==> src/rtl/gffe_pkg.sv <==
package gffe_pkg;
  typedef enum logic [1:0] {
    GFFE_PLAIN  = 2'd0,
    GFFE_ARST   = 2'd1,
    GFFE_SETCLR = 2'd2,
    GFFE_LATCH  = 2'd3
  } gffe_mode_e;
endpackage

==> src/rtl/gffe_stretch.sv <==
// Widens an asynchronous control by one global tick; output is active-high.
module gffe_stretch #(
  parameter int WIDTH    = 1,
  parameter bit ACT_HIGH = 1'b1
) (
  input  logic             clk,
  input  logic             rst_n,
  input  logic [WIDTH-1:0] raw,
  output logic [WIDTH-1:0] eff
);
  localparam logic [WIDTH-1:0] IDLE = ACT_HIGH ? '0 : '1;

  logic [WIDTH-1:0] past_q, past_d;
  logic [WIDTH-1:0] raw_act;
  logic             armed;

  always_comb past_d = raw;

  always_ff @(posedge clk or negedge rst_n) begin
    if (!rst_n) begin
      past_q <= IDLE;
      armed  <= 1'b0;
    end else begin
      past_q <= past_d;
      armed  <= 1'b1;
    end
  end

  generate
    if (ACT_HIGH) begin : g_high
      assign raw_act = raw;
      assign eff     = raw | past_q;
    end else begin : g_low
      assign raw_act = ~raw;
      assign eff     = ~(raw & past_q);
    end
  endgenerate

  // a control active on the previous tick is still effective now
  p_pulse_stretch_r6: assert property (@(posedge clk) disable iff (!rst_n)
    armed |-> ((eff & $past(raw_act)) == $past(raw_act)));
endmodule

==> src/rtl/gffe_edge.sv <==
// Finds an emulated clock edge from the current and previous samples.
module gffe_edge #(
  parameter bit CLK_RISE = 1'b1
) (
  input  logic clk,
  input  logic rst_n,
  input  logic emu_clk,
  output logic hit
);
  localparam logic [1:0] PAT = CLK_RISE ? 2'b10 : 2'b01;

  logic hist_q, hist_d;
  logic armed;

  always_comb hist_d = emu_clk;

  always_ff @(posedge clk or negedge rst_n) begin
    if (!rst_n) begin
      hist_q <= CLK_RISE;
      armed  <= 1'b0;
    end else begin
      hist_q <= hist_d;
      armed  <= 1'b1;
    end
  end

  assign hit = ({emu_clk, hist_q} == PAT);

  // a detected edge means the clock moved to its active level since last tick
  p_edge_pair_r2: assert property (@(posedge clk) disable iff (!rst_n)
    (armed && hit) |-> ((emu_clk == CLK_RISE) && ($past(emu_clk) != CLK_RISE)));
endmodule

==> src/rtl/gclk_ff_emu.sv <==
module gclk_ff_emu
  import gffe_pkg::*;
#(
  parameter int               WIDTH     = 8,
  parameter gffe_mode_e       MODE      = GFFE_ARST,
  parameter bit               CLK_RISE  = 1'b1,
  parameter bit               ARST_HIGH = 1'b0,
  parameter bit               SET_HIGH  = 1'b1,
  parameter bit               CLR_HIGH  = 1'b1,
  parameter bit               EN_HIGH   = 1'b1,
  parameter logic [WIDTH-1:0] RST_VAL   = '0,
  parameter logic [WIDTH-1:0] INIT_VAL  = '0
) (
  input  logic             clk,
  input  logic             rst_n,
  input  logic             emu_clk,
  input  logic [WIDTH-1:0] emu_d,
  input  logic             emu_en,
  input  logic             emu_arst,
  input  logic [WIDTH-1:0] emu_set,
  input  logic [WIDTH-1:0] emu_clr,
  output logic [WIDTH-1:0] q
);
  logic             hit;
  logic             arst_eff, en_eff;
  logic [WIDTH-1:0] set_eff, clr_eff;
  logic [WIDTH-1:0] d_hist_q, d_hist_d;
  logic [WIDTH-1:0] q_hist_q, q_hist_d;
  logic [WIDTH-1:0] clocked, q_n;
  logic             armed;

  gffe_edge #(.CLK_RISE(CLK_RISE)) u_edge (
    .clk(clk), .rst_n(rst_n), .emu_clk(emu_clk), .hit(hit)
  );

  gffe_stretch #(.WIDTH(1), .ACT_HIGH(ARST_HIGH)) u_arst (
    .clk(clk), .rst_n(rst_n), .raw(emu_arst), .eff(arst_eff)
  );

  gffe_stretch #(.WIDTH(1), .ACT_HIGH(EN_HIGH)) u_en (
    .clk(clk), .rst_n(rst_n), .raw(emu_en), .eff(en_eff)
  );

  gffe_stretch #(.WIDTH(WIDTH), .ACT_HIGH(SET_HIGH)) u_set (
    .clk(clk), .rst_n(rst_n), .raw(emu_set), .eff(set_eff)
  );

  gffe_stretch #(.WIDTH(WIDTH), .ACT_HIGH(CLR_HIGH)) u_clr (
    .clk(clk), .rst_n(rst_n), .raw(emu_clr), .eff(clr_eff)
  );

  // history next-state
  always_comb begin
    d_hist_d = emu_d;
    q_hist_d = q_n;
  end

  always_ff @(posedge clk or negedge rst_n) begin
    if (!rst_n) begin
      d_hist_q <= INIT_VAL;
      q_hist_q <= INIT_VAL;
      armed    <= 1'b0;
    end else begin
      d_hist_q <= d_hist_d;
      q_hist_q <= q_hist_d;
      armed    <= 1'b1;
    end
  end

  // output composition
  always_comb begin
    clocked = hit ? d_hist_q : q_hist_q;
    case (MODE)
      GFFE_PLAIN:  q_n = clocked;
      GFFE_ARST:   q_n = arst_eff ? RST_VAL : clocked;
      GFFE_SETCLR: q_n = (clocked | set_eff) & ~clr_eff;
      GFFE_LATCH:  q_n = en_eff ? emu_d : q_hist_q;
      default:     q_n = clocked;
    endcase
  end

  assign q = q_n;

  // an edge outputs the data sampled one tick earlier
  p_capture_r3: assert property (@(posedge clk) disable iff (!rst_n)
    (armed && hit && (MODE == GFFE_PLAIN || (MODE == GFFE_ARST && !arst_eff)))
      |-> (q == $past(emu_d)));

  // no edge and no effective control keeps the previous output
  p_hold_r4: assert property (@(posedge clk) disable iff (!rst_n)
    (armed && !hit && (MODE == GFFE_PLAIN || (MODE == GFFE_ARST && !arst_eff)))
      |-> (q == $past(q)));

  // effective latch enable makes the output transparent
  p_latch_follow_r5: assert property (@(posedge clk) disable iff (!rst_n)
    (MODE == GFFE_LATCH && en_eff) |-> (q == emu_d));

  // effective reset overrides any clocked value
  p_reset_wins_r7: assert property (@(posedge clk) disable iff (!rst_n)
    (MODE == GFFE_ARST && arst_eff) |-> (q == RST_VAL));

  // a cleared bit never reads 1
  p_clear_wins_r8: assert property (@(posedge clk) disable iff (!rst_n)
    (MODE == GFFE_SETCLR) |-> ((q & clr_eff) == '0));
endmodule

==> config.mk <==
export PLATFORM = sky130hd
export DESIGN_NAME = gclk_ff_emu
export DESIGN_NICKNAME = d
export VERILOG_FILES = /design/src/rtl/gffe_pkg.sv /design/src/rtl/gffe_stretch.sv /design/src/rtl/gffe_edge.sv /design/src/rtl/gclk_ff_emu.sv
export SDC_FILE = /design/constraint.sdc
export NUM_CORES = 1
export LEC_CHECK = 0
export BUFFER_PORTS_ARGS = -buffer_cell sky130_fd_sc_hd__buf_4
export CELL_PAD_IN_SITES_DETAIL_PLACEMENT = 1
export CELL_PAD_IN_SITES_GLOBAL_PLACEMENT = 1
export CORE_MARGIN = 2
export CORE_UTILIZATION = 30
export CTS_CLUSTER_DIAMETER = 30
export DETAILED_ROUTE_END_ITERATION = 7
export GPL_ROUTABILITY_DRIVEN = 0
export PLACE_DENSITY = 0.83
export SYNTH_ARGS = -nofsm -noshare
export SYNTH_HDL_FRONTEND = slang
export SYNTH_SLANG_ARGS = --single-unit
==> constraint.sdc <==
create_clock -name clk -period 1.4 [get_ports clk]
set_input_delay 0.28 -clock clk [delete_from_list [all_inputs] [get_ports clk]]
set_output_delay 0.28 -clock clk [all_outputs]
set_load 0.02 [all_outputs]
==> flow_summary.yaml <==
critical_path:
  worstPathArrival_ps: 1480
  worst-endpoint-required_ps: 1120
  critical_path.cell_chain: "nor2b_4 > buf_4 > mux2i_2 > nor2_2 > buf_6"
  setup.worst_path.end_class: "output port"
  kind_of_launch_point_of_the_worst_setup_path: "register"
  maximum_fanout_along_the_worst_path: 4
  critPathKind: "reg2out"
  slowest_stage: "sky130_fd_sc_hd__dfstp_2"
  crit_path_max_incr_delay_ps: 550
synthesis:
  syn-mean-instance-area_um2: 16.10
  syn_inst: 37
  ys_types: 7
  syn-num-nets: 66
  synthesis.yosys.warnings: 0
  synth_seq_area_share_pct: 76.05
  post_synth_instance_area_um2: 595.6
  synth.ff_latch_count: 18
clocking:
  ctsLongestPathBuffers: 2
  clkSlewWorstSetupHoldPaths_ps: 100
  cts_made_buffers: 3
  numClockSinks: 18
  cts_h_tree_lvls: 1
  clock_insertion_delay_at_the_later_pin_of_the_skew_report_ps: 290
  ctsRootBufferMaster: "sky130_fd_sc_hd__clkbuf_4"
  tritoncts: "yes"
power_and_ir_drop:
  power.net_switching_mw: 0.2006
  p_leak_nw: 0.4416
  net_switching_share_of_the_total_power_pct: 21.00
  maximum_vdd_ir_drop_v: 0.0005505
  comb_power_share_pct: 10.3
  internal_power_mw: 0.7546
  power_density_nw_per_um2: 1068
  power.share.sequential_pct: 57.4
  power.clock.fraction_pct: 32.4
run_status:
  result_of_the_run: "finished, violations left"
  violated_checks: "negative setup slack"
drt:
  detail_route.wl_per_cell_um: 12.42
  avgViaCountPerCell: 4.146
  drt_wl_total_um: 1192
  drc: 0
  firstDrtPassIters: 3
  violation_count_after_the_first_detailed_route_iteration: 6
  detail-route-antenna-nets: 0
  routed_via_count: 398
timing:
  period_utilization_post_route_pct: 125.4
  report.final.slew_viol_count: 0
  rsz0062_at_grt: "true"
  postLayoutSetupSlackWorst_ps: -356.0
  final_period_minus_worst_setup_slack_ps: 1756
  fmax_mhz: 569.5
  setup_viol: 8
  maxSlewHeadroom_pct: 84.99
  final.setup.tns_ps: -2440
  worst_hold_slack_ps: 90.57
  skew_ps: 2.738
  worst-slew-pin-transition_ps: 225.2
  finalHoldViolations: 0
floorplanning:
  horizontal_extent_of_the_die_um: 48.56
  die-area_um2: 2358
  fp-row-count: 16
  core_area_um2: 1922
  top_level_ports: 37
  floorplan.initialDensity_pct: 30.99
  dieHeight_um: 48.56
global_routing:
  number_of_antenna_violations_at_the_first_check_in_global_routing: 0
  gr-total-overflow: 0
  grt_pass1_wl_um: 2076
  number_of_global_route_vias_before_repair: 431
  grt_max_degree: 19
  gr-usage-all-layers_pct: 12.57
placed_design:
  placement_stage_cell_area_um2: 757.0
  pre_cts_ws_ps: -89.39
  number_of_i_o_port_buffers: 19
finish:
  num_antenna_cells: 0
  post-route-cell-area_um2: 894.6
  finalNetCount: 99
  drive_gt1_share_pct: 55.07
  fin_util_pct: 46.55
  area_growth_syn_to_layout_pct: 50.21
run:
  maxCapViolCount: 0
min_path:
  worst_hold_check_path_type: "in2reg"
## sequential cells by signal, summed over array words and instances (netlist names)
name           cells
q_hist_q           8
u_arst.past_q      1
u_edge.hist_q      1
d_hist_q           8
## per-stage QoR
| stage | std cells | power, mW |
|---|---|---|
| floorplan | 37 | 0.5911 |
| global placement | 82 | 0.6311 |
| detailed placement | 82 | 0.6352 |
| CTS | 93 | 0.9677 |
| global route | 96 | 1.015 |
| finish | 96 | 0.9552 |
## cell families (layout without fill, tap and decap cells)
kind of cell / after synthesis / in the layout / share of synthesized area (%)
flops: 18 / 18 / 76.05
mux: 8 / 8 / 13.45
simple gates: 10 / 10 / 7.982
buf+inv: 1 / 33 / 2.520
## power by group through the flow
stage / clock network (mW) / logic (mW) / registers [mW]
4_1_cts: 0.329 / 0.0913 / 0.548
6_report: 0.309 / 0.0982 / 0.548
2_1_floorplan: 0 / 0.0351 / 0.556
5_1_grt: 0.357 / 0.108 / 0.551
3_5_place_dp: 0 / 0.0775 / 0.558
3_3_place_gp: 0 / 0.0748 / 0.556
## cells in the final DEF (no fill, tap or decap), types with 2 or more instances in the layout
cell type and count:
sky130_fd_sc_hd__mux2i_1 7, sky130_fd_sc_hd__nor2_1 7, sky130_fd_sc_hd__buf_4 24, sky130_fd_sc_hd__dfrtp_1 16, sky130_fd_sc_hd__clkbuf_4 3, sky130_fd_sc_hd__buf_6 4, sky130_fd_sc_hd__dfstp_2 2
## critical path, delay by kind of cell, from the launching register on
family,cells,cell delay [ps]
multiplexers,1,150
buffers and inverters,2,280
flip-flops,1,550
AND/OR/NAND/NOR,2,210
## metal layers
metal	GRT usage [%]	routed length, um	part of all wire [%]
met1	14.11	463	39
met2	19.21	644	54
met3	6.481	72	6.0
met4	7.143	11	0.92
met5	0	0	0
## worst paths after layout
path	from	end	slack [ps]	cells after the start
setup / recovery	u_edge.hist_q	q[1]	-360	5
hold / removal	emu_d[7]	d_hist_q[7]	90	1
setup reg to reg	u_edge.hist_q	q_hist_q[4]	120	6
hold reg to reg	q_hist_q[6]	q_hist_q[6]	570	2
max in group asynchronous	rst_n	u_arst.past_q	760	2
min in group asynchronous	rst_n	q_hist_q[2]	380	2
## final cells by class
| class | count | area [um^2] |
|---|---|---|
| fillers | 212 | 1027 |
| flip-flops and latches | 18 | 452.9 |
| repair buffers | 29 | 235.2 |
| multi-input cells | 18 | 136.4 |
| clock buffers | 4 | 36.28 |
| well taps | 27 | 33.78 |
## synth_stat cells (all sizes together)
library cell	n	area, um^2
mux2i	8	80.08
nor2b	1	13.76
dfrtp	16	400.4
buf	1	15.01
dfstp	2	52.55
nand2	1	3.750
nor2	8	30.03
## what timing repair did
| item | 4_1_cts | 5_1_grt |
|---|---|---|
| endpoints found under the hold margin | 16 | 0 |
| hold buffers | 1 | 0 |
| buffers inserted | 6 | 3 |
| endpoints found under the setup margin | 8 | 8 |
| pin swaps | 5 | 4 |
| gates resized for setup | 2 | 5 |
(Power assumes the default switching activity.)
